## src/rtl/host_rx_pkg.sv

```systemverilog
package host_rx_pkg;
  localparam int ADDR_W = 3;

  localparam logic [ADDR_W-1:0] A_CTRL = 3'd0;
  localparam logic [ADDR_W-1:0] A_STAT = 3'd2;
  localparam logic [ADDR_W-1:0] A_VEC  = 3'd3;
  localparam logic [ADDR_W-1:0] A_HI   = 3'd6;
  localparam logic [ADDR_W-1:0] A_LO   = 3'd7;

  // control bit positions
  localparam int C_RREQ  = 0;
  localparam int C_ORDER = 1;
  localparam int C_DMA   = 2;
  localparam int C_INIT  = 3;

  typedef struct packed {
    logic dma_en;
    logic hi_last;
    logic req_en;
  } ctrl_t;
endpackage

```

## src/rtl/host_rx_regs.sv

```systemverilog
module host_rx_regs
  import host_rx_pkg::*;
#(
  parameter int          BYTE_W  = 8,
  parameter logic [BYTE_W-1:0] VEC_RST = 8'h0F
) (
  input  logic              clk_i,
  input  logic              rst_ni,
  input  logic              wr_i,
  input  logic [ADDR_W-1:0] addr_i,
  input  logic [BYTE_W-1:0] wdata_i,
  output ctrl_t             ctrl_o,
  output logic [BYTE_W-1:0] vec_o,
  output logic              init_o
);
  logic wr_q, wr_evt;

  assign wr_evt = wr_i && !wr_q;
  assign init_o = wr_evt && (addr_i == A_CTRL) && wdata_i[C_INIT];

  always_ff @(posedge clk_i or negedge rst_ni) begin
    if (!rst_ni) begin
      wr_q   <= 1'b0;
      ctrl_o <= '0;
      vec_o  <= VEC_RST;
    end else begin
      wr_q <= wr_i;
      if (wr_evt && addr_i == A_CTRL) begin
        ctrl_o.req_en  <= wdata_i[C_RREQ];
        ctrl_o.hi_last <= wdata_i[C_ORDER];
        ctrl_o.dma_en  <= wdata_i[C_DMA];
      end
      if (wr_evt && addr_i == A_VEC) vec_o <= wdata_i;
    end
  end

  assert_vec_write_R7: assert property (@(posedge clk_i) disable iff (!rst_ni)
    (wr_i && !wr_q && addr_i == A_VEC) |=> vec_o == $past(wdata_i));
endmodule

```

## src/rtl/host_rx_buf.sv

```systemverilog
module host_rx_buf
  import host_rx_pkg::*;
#(
  parameter int WORD_W = 16,
  localparam int BYTE_W = WORD_W / 2
) (
  input  logic              clk_i,
  input  logic              rst_ni,
  input  logic [WORD_W-1:0] word_i,
  input  logic              valid_i,
  output logic              ready_o,
  input  logic              rd_i,
  input  logic [ADDR_W-1:0] addr_i,
  input  logic              hi_last_i,
  input  logic              init_i,
  output logic [BYTE_W-1:0] hi_o,
  output logic [BYTE_W-1:0] lo_o,
  output logic              full_o
);
  logic              rd_q;
  logic [ADDR_W-1:0] rd_addr_q;
  logic              last_done;
  logic              load;
  logic [ADDR_W-1:0] last_addr;

  assign last_addr = hi_last_i ? A_HI : A_LO;
  assign last_done = rd_q && !rd_i && (rd_addr_q == last_addr);
  assign ready_o   = !full_o;
  assign load      = valid_i && ready_o;

  always_ff @(posedge clk_i or negedge rst_ni) begin
    if (!rst_ni) begin
      rd_q      <= 1'b0;
      rd_addr_q <= '0;
    end else begin
      rd_q <= rd_i;
      if (rd_i) rd_addr_q <= addr_i;
    end
  end

  // load wins over a clear: a handshaken word must not be lost
  always_ff @(posedge clk_i or negedge rst_ni) begin
    if (!rst_ni) begin
      full_o <= 1'b0;
      hi_o   <= '0;
      lo_o   <= '0;
    end else if (load) begin
      full_o <= 1'b1;
      hi_o   <= word_i[WORD_W-1:BYTE_W];
      lo_o   <= word_i[BYTE_W-1:0];
    end else if (last_done || init_i) begin
      full_o <= 1'b0;
    end
  end

  assert_load_R1: assert property (@(posedge clk_i) disable iff (!rst_ni)
    (valid_i && ready_o) |=> (full_o && hi_o == $past(word_i[WORD_W-1:BYTE_W])
                              && lo_o == $past(word_i[BYTE_W-1:0])));
  assert_hold_full_R2: assert property (@(posedge clk_i) disable iff (!rst_ni)
    full_o |=> ($stable(hi_o) && $stable(lo_o)));
  assert_clear_on_last_R3: assert property (@(posedge clk_i) disable iff (!rst_ni)
    (last_done && full_o) |=> !full_o);
  assert_clear_on_init_R4: assert property (@(posedge clk_i) disable iff (!rst_ni)
    (init_i && full_o) |=> !full_o);
endmodule

```

## src/rtl/host_rx_bus.sv

```systemverilog
module host_rx_bus
  import host_rx_pkg::*;
#(
  parameter int BYTE_W = 8
) (
  input  logic              rd_i,
  input  logic [ADDR_W-1:0] addr_i,
  input  logic              ack_cycle_i,
  input  ctrl_t             ctrl_i,
  input  logic              full_i,
  input  logic [BYTE_W-1:0] vec_i,
  input  logic [BYTE_W-1:0] hi_i,
  input  logic [BYTE_W-1:0] lo_i,
  output logic [BYTE_W-1:0] data_o,
  output logic              oe_o
);
  logic [BYTE_W-1:0] rd_mux;

  always_comb begin
    rd_mux = '0;
    unique case (addr_i)
      A_CTRL:  rd_mux = BYTE_W'({ctrl_i.dma_en, ctrl_i.hi_last, ctrl_i.req_en});
      A_STAT:  rd_mux = BYTE_W'(full_i);
      A_VEC:   rd_mux = vec_i;
      A_HI:    rd_mux = hi_i;
      A_LO:    rd_mux = lo_i;
      default: rd_mux = '0;
    endcase
  end

  // acknowledge cycle has priority over a read strobe
  always_comb begin
    oe_o   = ack_cycle_i || rd_i;
    data_o = '0;
    if (ack_cycle_i)  data_o = vec_i;
    else if (rd_i)    data_o = rd_mux;
  end
endmodule

```

## src/rtl/host_rx_port.sv

```systemverilog
module host_rx_port
  import host_rx_pkg::*;
#(
  parameter int          WORD_W  = 16,
  parameter logic [7:0]  VEC_RST = 8'h0F,
  localparam int         BYTE_W  = WORD_W / 2
) (
  input  logic              clk_i,
  input  logic              rst_ni,
  input  logic [WORD_W-1:0] core_data_i,
  input  logic              core_valid_i,
  output logic              core_ready_o,
  input  logic [ADDR_W-1:0] host_addr_i,
  input  logic              host_rd_i,
  input  logic              host_wr_i,
  input  logic [BYTE_W-1:0] host_data_i,
  output logic [BYTE_W-1:0] host_data_o,
  output logic              host_data_oe_o,
  input  logic              host_ack_ni,
  output logic              host_req_no
);
  ctrl_t             ctrl;
  logic [BYTE_W-1:0] vec, rx_hi, rx_lo;
  logic              init, full, ack_cycle;

  host_rx_regs #(.BYTE_W(BYTE_W), .VEC_RST(BYTE_W'(VEC_RST))) u_regs (
    .clk_i   (clk_i),
    .rst_ni  (rst_ni),
    .wr_i    (host_wr_i),
    .addr_i  (host_addr_i),
    .wdata_i (host_data_i),
    .ctrl_o  (ctrl),
    .vec_o   (vec),
    .init_o  (init)
  );

  host_rx_buf #(.WORD_W(WORD_W)) u_buf (
    .clk_i     (clk_i),
    .rst_ni    (rst_ni),
    .word_i    (core_data_i),
    .valid_i   (core_valid_i),
    .ready_o   (core_ready_o),
    .rd_i      (host_rd_i),
    .addr_i    (host_addr_i),
    .hi_last_i (ctrl.hi_last),
    .init_i    (init),
    .hi_o      (rx_hi),
    .lo_o      (rx_lo),
    .full_o    (full)
  );

  assign host_req_no = !(ctrl.req_en && full);
  assign ack_cycle   = !host_req_no && !host_ack_ni && !ctrl.dma_en;

  host_rx_bus #(.BYTE_W(BYTE_W)) u_bus (
    .rd_i        (host_rd_i),
    .addr_i      (host_addr_i),
    .ack_cycle_i (ack_cycle),
    .ctrl_i      (ctrl),
    .full_i      (full),
    .vec_i       (vec),
    .hi_i        (rx_hi),
    .lo_i        (rx_lo),
    .data_o      (host_data_o),
    .oe_o        (host_data_oe_o)
  );

  assert_ready_full_R2: assert property (@(posedge clk_i) disable iff (!rst_ni)
    core_ready_o == !full);
  assert_req_pin_R5: assert property (@(posedge clk_i) disable iff (!rst_ni)
    (!core_ready_o && ctrl.req_en) |-> !host_req_no);
  assert_vec_drive_R8: assert property (@(posedge clk_i) disable iff (!rst_ni)
    (!host_req_no && !host_ack_ni && !ctrl.dma_en) |-> (host_data_oe_o && host_data_o == vec));
  assert_bus_idle_R9: assert property (@(posedge clk_i) disable iff (!rst_ni)
    (!host_rd_i && (host_ack_ni || host_req_no)) |-> !host_data_oe_o);
endmodule

```

## config.mk

```make
export PLATFORM = sky130hd
export DESIGN_NAME = host_rx_port
export DESIGN_NICKNAME = d
export VERILOG_FILES = /design/src/rtl/host_rx_pkg.sv /design/src/rtl/host_rx_regs.sv /design/src/rtl/host_rx_buf.sv /design/src/rtl/host_rx_bus.sv /design/src/rtl/host_rx_port.sv
export SDC_FILE = /design/constraint.sdc
export NUM_CORES = 1
export LEC_CHECK = 0
export BUFFER_PORTS_ARGS = -buffer_cell sky130_fd_sc_hd__buf_4
export CAP_MARGIN = 20
export CORE_MARGIN = 8
export CORE_UTILIZATION = 51
export DETAILED_ROUTE_END_ITERATION = 10
export GPL_TIMING_DRIVEN = 0
export PLACE_DENSITY = 0.78
export SLEW_MARGIN = 20
export SYNTH_ARGS = -nofsm -noshare
export SYNTH_HDL_FRONTEND = slang
export SYNTH_SLANG_ARGS = --single-unit
```

## constraint.sdc

```tcl
create_clock -name clk_i -period 1.7 [get_ports clk_i]
set_input_delay 0.085 -clock clk_i [delete_from_list [all_inputs] [get_ports clk_i]]
set_output_delay 0.085 -clock clk_i [all_outputs]
set_load 0.005 [all_outputs]
```

==> results of run 1 <==
-- logic make-up after synthesis --
kind of cell,Yosys count
AO/OA/AOI/OAI,23
XOR/XNOR,1
buffers and inverters,8
flip-flops,33
multiplexers,37
AND/OR/NAND/NOR,21
-- state kept, by name, summed over array words and instances, names as in the netlist --
name and cells:
u_regs.vec_o 8, u_buf.hi_o 8, u_buf.rd_addr_q 3, u_regs.wr_q 1, u_buf.lo_o 8, u_regs.ctrl_o 3, u_buf.full_o 1, u_buf.rd_q 1
-- report_power, final --
part           switching [W]  internal [W]  leakage (nW)
clock network       0.000281      0.000311        0.0414
registers           0.000174       0.00108         0.386
logic               0.000348      0.000626         0.687
-- cell usage in the layout (no fill, tap or decap), types with 2 or more instances in the layout --
master         Yosys  layout
mux2_4             4       4
a22o_1             9       9
dfstp_2            4       4
nor3_4             2       2
o21ai_0            5       4
buf_2              3       2
clkbuf_4           0       5
nand2_1            6       5
dfrtp_1           29      29
mux2_2            32      32
clkbuf_1           2       2
buf_6              1       2
buf_4              0      45
inv_1              2       2
dlygate4sd3_1      0      27
nand3_1            2       2
a21oi_1            2       2
-- path summary, 6_finish.rpt --
path,from,slack (ps),endpoint,cells past startpoint
max,u_buf.full_o,60,host_data_o[1],6
min reg2reg,u_buf.hi_o[2],520,u_buf.hi_o[2],1
max reg2reg,u_buf.full_o,180,u_buf.lo_o[5],4
min in group asynchronous,rst_ni,210,u_buf.hi_o[1],2
max in group asynchronous,rst_ni,1150,u_regs.vec_o[1],2
min,host_addr_i[2],180,u_buf.full_o,4
-- metrics by stage --
stage	power (W)	instance area [um2]	setup WS (ps)
finish	0.00282	2460	62.0
global route	0.00298	2460	-18.4
CTS	0.00278	2390	-18.2
detailed placement	0.00210	2010	183
global placement	0.00204	2010	212
floorplan	0.00178	1640	361
-- cell type report --
type	instances	area share, %
Timing Repair Buffer	74	26.0
Inverter	2	0.305
Tap cell	44	2.24
Clock buffer	5	1.52
Clock inverter	3	1.88
Antenna cell	1	0.102
Buffer	5	1.17
Sequential cell	33	33.7
Multi-Input combinational cell	82	33.1
-- worst max-delay path: stages, from the launching register on --
cell and delay, ps:
dfrtp_1 420, nand2_2 100, nor3_4 50, buf_12 140
a31o_2 250, o2bb2ai_2 130, buf_4 140
-- timing repair --
action	4_1_cts	5_1_grt
hold buffers	27	0
resized for setup	3	8
endpoints found under the setup margin	8	17
setup buffers	3	2
pin swaps	1	6
hold endpoints to repair	59	0
-- cell usage after synthesis (2+ instances only) --
| master | count |
|---|---|
| nor2_1 | 2 |
| dfstp_2 | 4 |
| a21oi_1 | 2 |
| o21ai_0 | 5 |
| nand3_1 | 2 |
| nand2_1 | 6 |
| mux2_2 | 32 |
| a22o_1 | 9 |
| a32oi_1 | 2 |
| o2bb2ai_1 | 2 |
| buf_2 | 3 |
| mux2_4 | 4 |
| dfrtp_1 | 29 |
| inv_1 | 2 |
| or2_2 | 2 |
| clkbuf_1 | 2 |
| nor3_4 | 2 |
-- layer usage --
| layer | global-route usage, % | vias up | part of all wire, % |
|---|---|---|---|
| li1 | - | 611 | - |
| met1 | 17.5 | 657 | 41 |
| met2 | 27.8 | 36 | 51 |
| met3 | 6.59 | 8 | 6.4 |
| met4 | 6.67 | 0 | 1.6 |
| met5 | 0 | - | 0 |
==> impl_metrics.env, run 1 <==
export IMPL_overflow=0
export IMPL_synth_fa_ha_area_share_pct=0
export IMPL_cp_max_fo=6
export IMPL_cts_tree="yes"
export IMPL_regArea_um2=831
export IMPL_crit_required_ps=1620
export IMPL_nNetsFinal=236
export IMPL_synthesis_nets=156
export IMPL_rows=20
export IMPL_cap_violations=0
export IMPL_cp_data_arrival_time_ps=1550
export IMPL_path_clk_slew_ps=120
export IMPL_synth_compound_area_share_pct=10.7
export IMPL_grt_pass1_wl_mm=6.66
export IMPL_die_h_um=72.7
export IMPL_area_growth_synth_to_final_pct=50.3
export IMPL_leakagePower_nw=1.11
export IMPL_grt_antenna_before_repair=0
export IMPL_die_area_mm2=0.00528
export IMPL_dr_pass1_iters=4
export IMPL_yosysWarnings=0
export IMPL_hold_violations=0
export IMPL_root_buffer="clkbuf_4"
export IMPL_multiInputGateArea_um2=815
export IMPL_ys_seq_area_share_pct=50.7
export IMPL_htreeDepth=2
export IMPL_fin_skew_ps=16.0
export IMPL_post_dp_hpwl_mm=2.85
export IMPL_wl_mm=4.16
export IMPL_vias_per_cell=5.27
export IMPL_cp_start_kind="flip-flop"
export IMPL_syn_cell_area_mm2=0.00164
export IMPL_peakVddDrop_v=0.000897
export IMPL_io_pins=44
export IMPL_fin_util_pct=80.7
export IMPL_synth_top_family_by_area="multiplexers"
export IMPL_avgSynthCellArea_um2=13.3
export IMPL_synth_area_leader_cell="dfrtp_1"
export IMPL_synthFlopType="dfrtp_1"
export IMPL_fmax_ghz=0.610
export IMPL_slew_headroom_pct=69.7
export IMPL_outcome="finished clean"
export IMPL_dieWidth_um=72.7
export IMPL_cts_buffer_depth=2
export IMPL_yosysTopAreaCellShare_pct=44.3
export IMPL_ys_ff_latch=33
export IMPL_holdWs_ps=181
export IMPL_vias=1312
export IMPL_drc=0
export IMPL_fill_cells=198
export IMPL_dpl_cell_count=209
export IMPL_synth_cell_types=30
export IMPL_p_per_area_mw_per_mm2=1140
export IMPL_core_area_mm2=0.00305
export IMPL_hold_class="input pin to flip-flop"
export IMPL_slew_viol_final=0
export IMPL_synthXorXnorAreaFrac_pct=0.535
export IMPL_wire_per_inst_um=16.7
export IMPL_fin_cells=249
export IMPL_synth_mux_area_share_pct=26.3
export IMPL_post_route_period_util_pct=96.4
export IMPL_setup_viol=0
export IMPL_port_buffers=42
export IMPL_start_util_pct=53.6
export IMPL_gp_congestion=0.827
export IMPL_detail_route_antenna_nets=0
export IMPL_layout_min_cycle_time_ps=1640
export IMPL_synth_simple_area_share_pct=9.24
export IMPL_async_flop_share_pct=100
export IMPL_synth_area_leaders="dfrtp_1 44%, mux2_2 22%, dfstp_2 6.4%, a22o_1 4.8%, mux2_4 3.7%"
export IMPL_numCtsBuffers=5
export IMPL_drive_gt1_share_pct=55.4
export IMPL_grt_max_degree=34
export IMPL_numClockSinks=33
export IMPL_endpoint_kind="output port"
export IMPL_synthCells=123
export IMPL_worst_slew_pin_slew_ps=454
export IMPL_track_usage_pct=16.3
export IMPL_clk_latency_ps=340
export IMPL_path_class="flip-flop to output port"
export IMPL_rsz0062_at_grt="true"
export IMPL_grt_pass1_vias=1425
export IMPL_synth_edff_count=0
export IMPL_fin_setup_tns_ps=0
export IMPL_drtIter0Drc=59
Note: power is estimated with default switching activity, not from simulation.
==> run 2, diff against run 1 <==
--- a/config.mk
+++ b/config.mk
@@ -12,6 +12,7 @@
 export DETAILED_ROUTE_END_ITERATION = 10
 export GPL_TIMING_DRIVEN = 0
 export PLACE_DENSITY = 0.78
+export REMOVE_ABC_BUFFERS = 1
 export SLEW_MARGIN = 20
 export SYNTH_ARGS = -nofsm -noshare
 export SYNTH_HDL_FRONTEND = slang
==> run 2 against run 1 <==
Effect of this change:
- routed wire length decreased by 8.4%
- critical endpoint is now host_data_o[5]
- hold slack got worse by 74 ps
- clock skew decreased by 9.4 ps
- critical path type unchanged
- combinational power decreased by 7.0%
==> impl_metrics.env, run 2 (synthesis gave the netlist of run 1 again) <==
export IMPL_fin_setup_tns_ps=0
export IMPL_setup_viol=0
export IMPL_final_cell_mix="46 x buf_4, 32 x mux2_2, 29 x dfrtp_1"
export IMPL_gp_congestion=0.769
export IMPL_holdWs_ps=107
export IMPL_r2r_setup_slack_ps=80
export IMPL_path_clk_slew_ps=100
export IMPL_leakagePower_nw=1.07
export IMPL_diodes=0
export IMPL_switching_power_w=0.000744
export IMPL_startpoint="u_buf.hi_o[5]"
export IMPL_rsz0062_at_grt="true"
export IMPL_layout_min_cycle_time_ps=1630
export IMPL_grt_max_degree=34
export IMPL_io_pins=44
export IMPL_endpoint_kind="output port"
export IMPL_dr_pass1_iters=4
export IMPL_worstReg2RegStart="u_buf.full_o"
export IMPL_wire_per_inst_um=15.7
export IMPL_wl_met2_mm=1.90
export IMPL_vias=1252
export IMPL_numClockSinks=33
export IMPL_overflow=0
export IMPL_clkPwrFrac_pct=17.6
export IMPL_path_class="flip-flop to output port"
export IMPL_htreeDepth=2
export IMPL_crit_required_ps=1620
export IMPL_die_h_um=72.7
export IMPL_core_area_mm2=0.00305
export IMPL_post_route_period_util_pct=95.9
export IMPL_clk_latency_ps=340
export IMPL_post_dp_hpwl_mm=2.65
export IMPL_detail_route_antenna_nets=0
export IMPL_start_util_pct=53.6
export IMPL_fmax_ghz=0.613
export IMPL_drive_gt1_share_pct=53.5
export IMPL_slew_viol_final=0
export IMPL_peakVddDrop_v=0.000750
export IMPL_timing_rr_end="u_buf.lo_o[7]"
export IMPL_grt_pass1_wl_mm=6.32
export IMPL_area_growth_synth_to_final_pct=43.9
export IMPL_setup_ws_ps=68.9
export IMPL_wl_mm=3.81
export IMPL_endpoint="host_data_o[5]"
export IMPL_cp_data_arrival_time_ps=1550
export IMPL_dpl_worst_slack_ps=67.6
export IMPL_top_regs="u_buf.hi_o (8), u_buf.lo_o (8), u_regs.vec_o (8)"
export IMPL_cp_start_kind="flip-flop"
export IMPL_power_w=0.00261
export IMPL_port_buffers=43
export IMPL_nNetsFinal=230
export IMPL_outcome="finished clean"
export IMPL_cell_internal_pwr_w=0.00186
export IMPL_drtIter0Drc=73
export IMPL_numCtsBuffers=5
export IMPL_hold_violations=0
export IMPL_netSwitchingFraction_pct=28.5
export IMPL_root_buffer="clkbuf_4"
export IMPL_comb_power_share_pct=34.8
export IMPL_met1_length_mm=1.60
export IMPL_track_usage_pct=15.6
export IMPL_cts_tree="yes"
export IMPL_hold_class="input pin to flip-flop"
export IMPL_drc=0
export IMPL_cts_buffer_depth=2
export IMPL_cp_max_fo=2
export IMPL_dieWidth_um=72.7
export IMPL_slew_headroom_pct=44.9
export IMPL_rows=20
export IMPL_die_area_mm2=0.00528
export IMPL_top_layer_used="met4"
export IMPL_grt_antenna_before_repair=0
export IMPL_cap_violations=0
export IMPL_rr_worst_depth=2
export IMPL_route_met3_wl_um=220
export IMPL_worst_slew_pin_slew_ps=823
export IMPL_mostFrequentLayoutCell="buf_4"
export IMPL_grt_pass1_vias=1349
export IMPL_fin_skew_ps=6.61
export IMPL_power_frac_seq_pct=47.7
export IMPL_vias_per_cell=5.17
export IMPL_p_per_area_mw_per_mm2=1110
run 2: cell count changes in the layout (fill, tap and decap cells not counted), sizes merged:
cell | previous run | this run
bufinv | 1 | 0
diode | 1 | 0
clkinv | 1 | 0
buf | 50 | 46
clkbuf | 7 | 8
clkinvlp | 1 | 0
run 2: stage by stage:
step | std cells | utilization (%) | cell area [um2]
floorplan | 117 | - | 1600
global placement | 204 | 64.9 | 1980
detailed placement | 204 | 65.0 | 1980
CTS | 242 | 76.6 | 2340
global route | 242 | 77.2 | 2360
finish | 242 | 77.2 | 2360
run 2: repair_timing:
item,in CTS,in global routing
gates resized for setup,1,5
gates cloned,0,0
buffers inserted,3,0
hold buffers,27,0
pin swaps,1,1
setup endpoints to repair,8,19
hold endpoints to repair,63,0
run 2: worst min path at each step:
stage               cells past startpoint           start  slack (ps)            endpoint
floorplan                               0          rst_ni        -210        u_buf.full_o
global placement                        1          rst_ni          40       u_buf.hi_o[4]
detailed placement                      1          rst_ni          50       u_buf.hi_o[4]
CTS                                     3  host_addr_i[1]          80  u_buf.rd_addr_q[1]
global route                            3  host_addr_i[1]         110  u_buf.rd_addr_q[1]
finish                                  3  host_addr_i[1]         110  u_buf.rd_addr_q[1]
run 2: critical path: stages, from the launching register on:
cell	delay, ps
dfrtp_1	390
mux2_2	260
a22o_1	230
a22o_1	200
buf_4	130
run 2: layout make-up:
cell class,instances,area [um2]
multi-input cells,82,788
fillers,206,697
repair buffers,73,616
inverters,2,7.51
clock buffers,8,58.8
flip-flops and latches,33,831
well taps,44,55.1
run 2: routing by layer:
layer / vias up / GRT usage [%]
met5: - / 0
met4: 0 / 7.56
met3: 9 / 5.91
met2: 31 / 24.5
met1: 609 / 18.3
li1: 603 / -
run 2: power by group through the flow:
| stage | Combinational, W | Clock [W] | Sequential (W) |
|---|---|---|---|
| final | 0.000906 | 0.000458 | 0.00124 |
| after global routing | 0.000981 | 0.000507 | 0.00127 |
| after CTS | 0.000902 | 0.000474 | 0.00124 |
| after detailed placement | 0.000814 | 0 | 0.00126 |
| after global placement | 0.000785 | 0 | 0.00123 |
| after floorplan | 0.000559 | 0 | 0.00120 |
